### src/rtl/brc_pkg.sv
package brc_pkg;

   // Boot memory width codes seen on boot_width
   typedef enum logic [1:0] {
      BW_8  = 2'd0,
      BW_16 = 2'd1,
      BW_32 = 2'd2
   } bwidth_e;

   // Alternative boot source chosen at build time for boot level 1
   localparam int ALT_EXT8 = 0;
   localparam int ALT_ROM  = 1;
   localparam int ALT_EMU  = 2;

   // Bit positions inside the one-hot target vector
   localparam int TGT_ROM = 0;
   localparam int TGT_PRI = 1;
   localparam int TGT_EMU = 2;
   localparam int TGT_CS0 = 3;

   // Register select codes on cfg_sel
   localparam logic SEL_REMAP = 1'b0;
   localparam logic SEL_MODE  = 1'b1;

endpackage

### src/rtl/brc_boot_sampler.sv
module brc_boot_sampler
   import brc_pkg::*;
#(
   parameter int WIN = 10
) (
   input  logic clk,
   input  logic rst_n,
   input  logic boot_pin,
   output logic boot_lvl
);

   if (WIN < 1) begin : g_bad_win
      $error("brc_boot_sampler: WIN must be at least 1");
   end

   // Follows the pin on every cycle that reset is held. The last of the
   // window cycles therefore wins; outside reset the level is frozen.
   logic lvl_q;

   always_ff @(posedge clk) begin
      if (!rst_n) lvl_q <= boot_pin;
   end

   assign boot_lvl = lvl_q;

   // no change of the latched level while out of reset
   a_r4_boot_frozen: assert property (@(posedge clk) disable iff (!rst_n)
      $past(rst_n) |-> $stable(boot_lvl));

endmodule

### src/rtl/brc_ctrl_regs.sv
module brc_ctrl_regs
   import brc_pkg::*;
#(
   parameter int CFG_DW     = 8,
   parameter int REMAP_BIT  = 0,
   parameter int UNPROT_BIT = 0
) (
   input  logic              clk,
   input  logic              rst_n,
   input  logic              cfg_wr,
   input  logic              cfg_sel,
   input  logic [CFG_DW-1:0] cfg_wdata,
   output logic              remap,
   output logic              protect
);

   if (REMAP_BIT >= CFG_DW || UNPROT_BIT >= CFG_DW) begin : g_bad_bits
      $error("brc_ctrl_regs: control bit outside the data width");
   end

   logic remap_q, prot_q;
   logic set_remap, wr_mode;
   logic unused_wdata;

   assign set_remap    = cfg_wr && (cfg_sel == SEL_REMAP) && cfg_wdata[REMAP_BIT];
   assign wr_mode      = cfg_wr && (cfg_sel == SEL_MODE);
   assign unused_wdata = ^cfg_wdata;

   // Remap: sticky, set by software, cleared by reset only
   always_ff @(posedge clk) begin
      if (!rst_n)         remap_q <= 1'b0;
      else if (set_remap) remap_q <= 1'b1;
   end

   // Protection: armed by reset, toggled by the mode register
   always_ff @(posedge clk) begin
      if (!rst_n)       prot_q <= 1'b1;
      else if (wr_mode) prot_q <= ~cfg_wdata[UNPROT_BIT];
   end

   assign remap   = remap_q;
   assign protect = prot_q;

   // a set request is visible on the next cycle
   a_r5_remap_set: assert property (@(posedge clk) disable iff (!rst_n)
      (cfg_wr && cfg_sel == SEL_REMAP && cfg_wdata[REMAP_BIT]) |=> remap);
   // once set, remap stays set until reset
   a_r6_remap_sticky: assert property (@(posedge clk) disable iff (!rst_n)
      $past(remap) |-> remap);
   // protection armed and remap clear right after reset
   a_r8_reset_state: assert property (@(posedge clk) disable iff (!rst_n)
      $rose(rst_n) |-> (protect && !remap));
   // unprotect command clears protection on the next cycle
   a_r9_unprotect: assert property (@(posedge clk) disable iff (!rst_n)
      (cfg_wr && cfg_sel == SEL_MODE && cfg_wdata[UNPROT_BIT]) |=> !protect);

endmodule

### src/rtl/brc_addr_decode.sv
module brc_addr_decode
   import brc_pkg::*;
#(
   parameter int ADDR_W      = 24,
   parameter int REGION_BITS = 4,
   parameter int NUM_CS      = 8,
   parameter int EXT_BASE    = 8,
   parameter int LOW_REG     = 0,
   parameter int PRI_REG     = 1,
   parameter int EMU_REG     = 2,
   parameter int ROM_REG     = 3,
   parameter int BOOT_ALT    = ALT_EMU,
   localparam int NUM_TGT    = TGT_CS0 + NUM_CS
) (
   input  logic               clk,
   input  logic               rst_n,
   input  logic               acc_valid,
   input  logic               acc_write,
   input  logic [ADDR_W-1:0]  acc_addr,
   input  logic               remap,
   input  logic               protect,
   input  logic               boot_lvl,
   output logic [NUM_TGT-1:0] tgt_sel,
   output logic               acc_abort,
   output logic [1:0]         boot_width
);

   localparam bit HAS_ROM = (BOOT_ALT == ALT_ROM);
   localparam bit HAS_EMU = (BOOT_ALT == ALT_EMU);
   localparam int ALT_TGT = HAS_ROM ? TGT_ROM : (HAS_EMU ? TGT_EMU : TGT_CS0);

   logic [REGION_BITS-1:0] region;
   int unsigned            reg_i;
   logic [NUM_TGT-1:0]     hit;
   logic                   undef, wp_hit;
   bwidth_e                alt_w;
   logic                   unused_addr;

   assign region      = acc_addr[ADDR_W-1 -: REGION_BITS];
   assign reg_i       = 32'(region);
   assign unused_addr = ^acc_addr[ADDR_W-REGION_BITS-1:0];

   // Width of the alternative boot source depends on the build variant
   if (BOOT_ALT == ALT_EXT8) begin : g_alt_ext8
      assign alt_w = BW_8;
   end else begin : g_alt_int32
      assign alt_w = BW_32;
   end

   assign boot_width = boot_lvl ? alt_w : BW_16;

   always_comb begin
      hit   = '0;
      undef = 1'b0;
      if (reg_i == LOW_REG) begin
         if (remap)         hit[TGT_PRI] = 1'b1;
         else if (boot_lvl) hit[ALT_TGT] = 1'b1;
         else               hit[TGT_CS0] = 1'b1;
      end else if (reg_i == PRI_REG) begin
         hit[TGT_PRI] = 1'b1;
      end else if (reg_i == EMU_REG) begin
         if (HAS_EMU) hit[TGT_EMU] = 1'b1;
         else         undef = 1'b1;
      end else if (reg_i == ROM_REG) begin
         if (HAS_ROM) hit[TGT_ROM] = 1'b1;
         else         undef = 1'b1;
      end else begin
         undef = 1'b1;
         for (int c = 0; c < NUM_CS; c++) begin
            if (reg_i == EXT_BASE + c) begin
               // chip select 0 always routed, the others only after remap
               if (c == 0 || remap) begin
                  hit[TGT_CS0 + c] = 1'b1;
                  undef            = 1'b0;
               end
            end
         end
      end
   end

   assign wp_hit    = acc_write && protect && hit[TGT_EMU];
   assign acc_abort = acc_valid && (undef || wp_hit);
   assign tgt_sel   = (acc_valid && !acc_abort) ? hit : '0;

   // at most one target, none while idle, none with an abort
   a_r11_onehot: assert property (@(posedge clk) disable iff (!rst_n)
      $onehot0(tgt_sel));
   a_r11_idle: assert property (@(posedge clk) disable iff (!rst_n)
      !acc_valid |-> (tgt_sel == '0 && !acc_abort));
   a_r11_abort_excl: assert property (@(posedge clk) disable iff (!rst_n)
      acc_abort |-> (tgt_sel == '0));
   // upper chip selects stay quiet before remap
   a_r7_cs_gated: assert property (@(posedge clk) disable iff (!rst_n)
      (acc_valid && !remap) |-> (tgt_sel[NUM_TGT-1:TGT_CS0+1] == '0));
   // protected write to the emulation bank region always aborts
   a_r8_wp_abort: assert property (@(posedge clk) disable iff (!rst_n)
      (acc_valid && acc_write && protect && reg_i == EMU_REG) |-> acc_abort);
   // remapped low window lands on the primary SRAM
   a_r5_low_primary: assert property (@(posedge clk) disable iff (!rst_n)
      (acc_valid && remap && reg_i == LOW_REG) |-> tgt_sel[TGT_PRI]);

endmodule

### src/rtl/boot_remap_ctrl.sv
module boot_remap_ctrl
   import brc_pkg::*;
#(
   parameter int ADDR_W      = 24,
   parameter int REGION_BITS = 4,
   parameter int NUM_CS      = 8,
   parameter int EXT_BASE    = 8,
   parameter int BOOT_ALT    = ALT_EMU,
   parameter int SAMPLE_WIN  = 10,
   parameter int CFG_DW      = 8,
   localparam int NUM_TGT    = TGT_CS0 + NUM_CS
) (
   input  logic               clk,
   input  logic               rst_n,
   input  logic               boot_pin,
   input  logic               cfg_wr,
   input  logic               cfg_sel,
   input  logic [CFG_DW-1:0]  cfg_wdata,
   input  logic               acc_valid,
   input  logic               acc_write,
   input  logic [ADDR_W-1:0]  acc_addr,
   output logic [NUM_TGT-1:0] tgt_sel,
   output logic [1:0]         boot_width,
   output logic               acc_abort
);

   localparam int NUM_REGIONS = 1 << REGION_BITS;

   if (ADDR_W <= REGION_BITS) begin : g_bad_addr
      $error("boot_remap_ctrl: ADDR_W must exceed REGION_BITS");
   end
   if (NUM_CS < 2 || EXT_BASE + NUM_CS > NUM_REGIONS || EXT_BASE < 4) begin : g_bad_cs
      $error("boot_remap_ctrl: chip select regions do not fit the map");
   end
   if (BOOT_ALT < ALT_EXT8 || BOOT_ALT > ALT_EMU) begin : g_bad_alt
      $error("boot_remap_ctrl: unknown BOOT_ALT variant");
   end

   logic boot_lvl, remap, protect;

   brc_boot_sampler #(.WIN(SAMPLE_WIN)) u_sampler (
      .clk      (clk),
      .rst_n    (rst_n),
      .boot_pin (boot_pin),
      .boot_lvl (boot_lvl)
   );

   brc_ctrl_regs #(.CFG_DW(CFG_DW)) u_regs (
      .clk       (clk),
      .rst_n     (rst_n),
      .cfg_wr    (cfg_wr),
      .cfg_sel   (cfg_sel),
      .cfg_wdata (cfg_wdata),
      .remap     (remap),
      .protect   (protect)
   );

   brc_addr_decode #(
      .ADDR_W      (ADDR_W),
      .REGION_BITS (REGION_BITS),
      .NUM_CS      (NUM_CS),
      .EXT_BASE    (EXT_BASE),
      .BOOT_ALT    (BOOT_ALT)
   ) u_decode (
      .clk        (clk),
      .rst_n      (rst_n),
      .acc_valid  (acc_valid),
      .acc_write  (acc_write),
      .acc_addr   (acc_addr),
      .remap      (remap),
      .protect    (protect),
      .boot_lvl   (boot_lvl),
      .tgt_sel    (tgt_sel),
      .acc_abort  (acc_abort),
      .boot_width (boot_width)
   );

endmodule

### config.mk
export PLATFORM = sky130hd
export DESIGN_NAME = boot_remap_ctrl
export DESIGN_NICKNAME = d
export VERILOG_FILES = /design/src/rtl/brc_pkg.sv /design/src/rtl/brc_boot_sampler.sv /design/src/rtl/brc_ctrl_regs.sv /design/src/rtl/brc_addr_decode.sv /design/src/rtl/boot_remap_ctrl.sv
export SDC_FILE = /design/constraint.sdc
export NUM_CORES = 1
export LEC_CHECK = 0
export BUFFER_PORTS_ARGS = -buffer_cell sky130_fd_sc_hd__buf_2
export CORE_AREA = 2 2 39 41
export DETAILED_ROUTE_END_ITERATION = 6
export DIE_AREA = 0 0 41 43
export GPL_TIMING_DRIVEN = 0
export PLACE_DENSITY = 0.73
export SYNTH_ARGS = -nofsm -noshare
export SYNTH_HDL_FRONTEND = slang
export SYNTH_SLANG_ARGS = --single-unit
### constraint.sdc
create_clock -name clk -period 3.4 [get_ports clk]
set_input_delay 0.51 -clock clk [delete_from_list [all_inputs] [get_ports clk]]
set_output_delay 0.51 -clock clk [all_outputs]
set_load 0.01 [all_outputs]
# Word-level counts from Yosys, hierarchy flattened
# Cells that the tools add are included.
[word_totals]
reg_bits = 3
inputBits = 39
wordCells = 70
[op_classes]
n_eq_ne = 11
muxes = 44
bitwise_logic = 2
n_reduce_logical = 10
[ops]
columns = ["cell", "n"]
rows = [
  ["$mux 1", 36],
  ["$eq 4x4->1 const B", 8],
  ["$logic_not 32->1", 1],
  ["$mux 8", 2],
  ["$mux 11", 1],
  ["$mux 9", 1],
  ["$eq 4x2->1 const B", 2],
  ["$logic_and 1x1->1", 7],
  ["$mux 7", 1],
  ["$eq 4x1->1 const B", 1],
  ["$mux 2", 2],
  ["$mux 3", 1],
  ["$not 1->1", 2],
  ["$logic_not 1->1", 1],
  ["$logic_or 1x1->1", 1],
]

# Logic depth before layout (Yosys ltp)
[depth]
depth_word = 29
ltp_mapped = 4
ltp_nobuf = 3

# Modules after synthesis
# From an unflattened synthesis, not the netlist that was laid out.
[unflattened]
cells_unflattened = 41
area_unflattened_um2 = 286.5
[modules_own_cells]
columns = ["mod", "instances", "cells_each", "area_per_inst_um2"]
rows = [
  ["brc_addr_decode", 1, 31, 176.4],
  ["brc_ctrl_regs", 1, 8, 76.3],
  ["brc_boot_sampler", 1, 2, 33.8],
]

# Least setup slack after synthesis
# Ideal clock, no wire load.
[synth_path]
path_kind = "input port to output port"
from = "in acc_addr[20]"
to = "out acc_abort"
arrival_time_ns = 1.173
required_ns = 2.890
slack_ns = 1.717
stages = 4
n_path_buf = 1
path_cell_list = "buf_6 -> maj3_2 -> o221ai_2 -> o21ai_1"
[synth_via]
elab_chain_cells = 26
[synth_lines]
columns = ["element", "line", "source"]
rows = [
  ["start, declared", "boot_remap_ctrl.sv:21", "input logic [ADDR_W-1:0] acc_addr,"],
  ["$eq 4x4->1", "brc_addr_decode.sv:70", "if (reg_i == EXT_BASE + c) begin"],
  ["$mux 1", "brc_addr_decode.sv:70", ""],
  ["$mux 1", "brc_addr_decode.sv:72", "if (c == 0 || remap) begin"],
  ["$mux 1", "brc_addr_decode.sv:70", ""],
  ["$mux 1", "brc_addr_decode.sv:72", ""],
  ["$mux 1", "brc_addr_decode.sv:70", ""],
  ["$mux 1", "brc_addr_decode.sv:72", ""],
  ["$mux 1", "brc_addr_decode.sv:70", ""],
  ["[10 not listed]", "n/a", ""],
  ["$mux 1", "brc_addr_decode.sv:72", ""],
  ["$mux 1", "brc_addr_decode.sv:70", ""],
  ["$mux 1", "brc_addr_decode.sv:64", "end else if (reg_i == ROM_REG) begin"],
  ["$mux 1", "brc_addr_decode.sv:61", "end else if (reg_i == EMU_REG) begin"],
  ["$mux 1", "brc_addr_decode.sv:59", "end else if (reg_i == PRI_REG) begin"],
  ["$mux 1", "brc_addr_decode.sv:55", "if (reg_i == LOW_REG) begin"],
  ["$logic_or 1x1->1 *", "brc_addr_decode.sv:82", "assign acc_abort = acc_valid && (undef || wp_hit);"],
  ["$logic_and 1x1->1 *", "brc_addr_decode.sv:82", ""],
  ["end, declared", "boot_remap_ctrl.sv:24", "output logic acc_abort"],
]
# Every way passes the cells marked *; elsewhere a longest branch is shown, timed or not. The select of a mux whose other input is x is not followed.

# Worst setup path after layout
[layout_path]
from = "reg u_sampler.lvl_q (netlist: u_sampler.boot_lvl)"
to = "out tgt_sel[1]"
[layout_via]
elab_chain_cells = 9
[layout_lines]
columns = ["element", "line", "source"]
rows = [
  ["start, declared", "brc_boot_sampler.sv:18", "logic lvl_q;"],
  ["start signal, assigned", "brc_boot_sampler.sv:21", "if (!rst_n) lvl_q <= boot_pin;"],
  ["$mux 1", "brc_addr_decode.sv:57", "else if (boot_lvl) hit[ALT_TGT] = 1'b1;"],
  ["$mux 2", "brc_addr_decode.sv:56", "if (remap) hit[TGT_PRI] = 1'b1;"],
  ["$mux 3", "brc_addr_decode.sv:55", ""],
  ["$logic_and 1x1->1", "brc_addr_decode.sv:81", "assign wp_hit = acc_write && protect && hit[TGT_EMU];"],
  ["$logic_or 1x1->1", "brc_addr_decode.sv:82", ""],
  ["$logic_and 1x1->1", "brc_addr_decode.sv:82", ""],
  ["$logic_not 1->1", "brc_addr_decode.sv:83", "assign tgt_sel = (acc_valid && !acc_abort) ? hit : '0;"],
  ["$logic_and 1x1->1", "brc_addr_decode.sv:83", ""],
  ["$mux 11", "brc_addr_decode.sv:83", ""],
  ["end, declared", "boot_remap_ctrl.sv:22", "output logic [NUM_TGT-1:0] tgt_sel,"],
]
# Every way passes these cells.

==> results.json <==
{
  "core_area_mm2": 0.00138,
  "layout_common_cells": "buf_2, nor2_1, inv_1",
  "drtIter0Drc": 0,
  "hold_path_depth": 1,
  "fp.dieW_um": 41,
  "postCtsSetupBuffers": 0,
  "multi_input_area_um2": 193,
  "worst_slack_ns": 1.44,
  "hold_viol_final": 0,
  "rsz0062_at_grt": "no",
  "status": "finished clean",
  "start_util_pct": 22.0,
  "dp_hpwl_um": 717,
  "fin_skew_ns": 0,
  "syn_inst": 41,
  "critical_path_class": "reg -> out",
  "mostFrequentLayoutCell": "buf_2",
  "clk_pin_slew_ns": 0.04,
  "arrival_ns": 1.45,
  "critPathLaunch": "u_sampler.boot_lvl$_DFFE_PN_",
  "syn_nets": 80,
  "crit_family": "compound AO/OA/AOI/OAI gates",
  "ys_seq_area_share_pct": 23.0,
  "final_cells": 84,
  "die_y_um": 43,
  "finalSetupTns_ns": 0,
  "crit_path_top_delay_cell": "edfxtp_1",
  "worst-path-buf-inv": 1,
  "cts_buffers": 3,
  "antenna_found_initial": 0,
  "root_buffer": "clkbuf_4",
  "dr.pass1.iters": 1,
  "utilization_pct": 33.6,
  "hold_path.class": "in -> reg",
  "r2r_end": "u_regs.remap$_SDFFE_PN0P_",
  "syn2layout_area_growth_pct": 53.1,
  "cp_max_fo": 4,
  "place.gp.congestion": 0.639,
  "power.leakage_nw": 0.233,
  "drive_above_1_share_pct": 45.6,
  "vias": 387,
  "h-tree-depth": 1,
  "postPlaceCellArea_um2": 439,
  "slew_viol_final": 0,
  "finalCriticalPeriod_ns": 1.96,
  "yosys_warnings": 0,
  "hold_buffers": 0,
  "clk_path_buf_depth": 2,
  "cts_resized": 0,
  "grt_remaining_overflow": 0,
  "dieArea_mm2": 0.00176,
  "min_to": "u_sampler.boot_lvl$_DFFE_PN_",
  "finalSetupViolations": 0,
  "p_per_area_mw_per_mm2": 297,
  "grt_pass1_vias": 275,
  "grt_max_degree": 10,
  "hp-start": "boot_pin",
  "antenna_cells": 0,
  "place_inst": 80,
  "synth_cell_types": 27,
  "drc": 0,
  "total_power_uw": 138,
  "post-place-ws_ns": 1.54,
  "io_buffers": 23,
  "ir_drop_mv": 0.142,
  "pin_count": 53,
  "nFillCells": 160,
  "cp_cell_sequence": "nor2b_1 -> o2111ai_1 -> o2111a_1 -> buf_2",
  "grt_use_total_pct": 9.54,
  "num_rows": 14,
  "cp_data_required_time_ns": 2.89,
  "syn_avg_cell_area_um2": 7.42,
  "rrSetupSlack_ns": 2.70,
  "end_kind": "output pin",
  "seqCellArea_um2": 70.1,
  "drt-wirelength-per-cell_um": 9.82,
  "cts_sinks": 3,
  "fmax_mhz": 510,
  "start_kind": "flip-flop",
  "min_period_over_period_pct": 57.7,
  "ys_ff_latch": 3,
  "hold_slack_ns": 0.459,
  "clkLatencyLatePin_ns": 0.23,
  "viasPerCell": 4.61,
  "maxCapViolCount": 0,
  "cts_tree": "done",
  "nets": 108,
  "drt-total-wl_um": 825,
  "antenna_left": 0,
  "rr_worst_depth": 2,
  "cpPeakStageDelay_ns": 0.41,
  "grt_pass1_wl_mm": 1.15,
  "syn-cell-area_um2": 304,
  "r2r_start": "u_regs.remap$_SDFFE_PN0P_",
  "stdcell_area_um2": 465
}
-- synth_stat cells (all sizes together) --
cell type  instances  area, um^2
conb               1        3.75
edfxtp             1        30.0
buf                3        26.3
a211oi             1        7.51
o2111ai            1        8.76
o221ai             1        15.0
dfxtp              2        40.0
nand4b             1        8.76
inv                4        15.0
nand3              1        5.00
nor4               1        6.26
maj3               1        11.3
nand4              1        6.26
o211ai             1        7.51
a21oi              1        5.00
nand2              3        11.3
nor2b              1        6.26
nand2b             1        6.26
o2111a             1        11.3
nand3b             1        7.51
or2b               1        7.51
and4b              1        10.0
nor2               6        22.5
nor3               2        10.0
o21ai              3        15.0
-- how the worst max path moves through the flow --
stage,cells past startpoint,endpoint,slack (ns)
CTS,4,tgt_sel[1],1.41
finish,4,tgt_sel[1],1.44
floorplan,4,acc_abort,1.72
detailed placement,5,acc_abort,1.54
global placement,5,acc_abort,1.56
global route,4,tgt_sel[1],1.34
-- logic make-up (layout without fill, tap and decap cells) --
kind of cell               after synthesis  in the layout  synth area share (%)
and+or+nand+nor                         20             20                  35.4
other                                    1              1                  1.23
adders and majority gates                1              1                  3.70
buffers and inverters                    7             34                  13.6
DFF                                      3              3                  23.0
AOI/OAI and AO/OA                        9              9                  23.0
-- routing by layer --
metal | part of all wire, % | track usage (%)
met2 | 54 | 13.8
met4 | 0 | 6.00
met5 | 0 | 0
met1 | 39 | 11.6
met3 | 7.0 | 3.14
-- area by class of cell --
cell class | instances | area share [%]
Buffer | 3 | 5.65
Multi-Input combinational cell | 31 | 41.4
Inverter | 4 | 3.23
Sequential cell | 3 | 15.1
Clock buffer | 4 | 5.65
Timing Repair Buffer | 23 | 24.7
Tap cell | 16 | 4.30
-- sequential cells by signal, indices dropped and copies added, names as in the netlist --
register	flops
u_regs.protect	1
u_regs.remap	1
u_sampler.boot_lvl	1
-- power by group --
| part | switching [mW] | total (mW) | internal [mW] |
|---|---|---|---|
| combinational | 0.0177 | 0.0338 | 0.0161 |
| clock | 0.0182 | 0.0622 | 0.0440 |
| sequential | 0.00231 | 0.0422 | 0.0399 |
No activity file was read; power rests on OpenSTA's default activity.
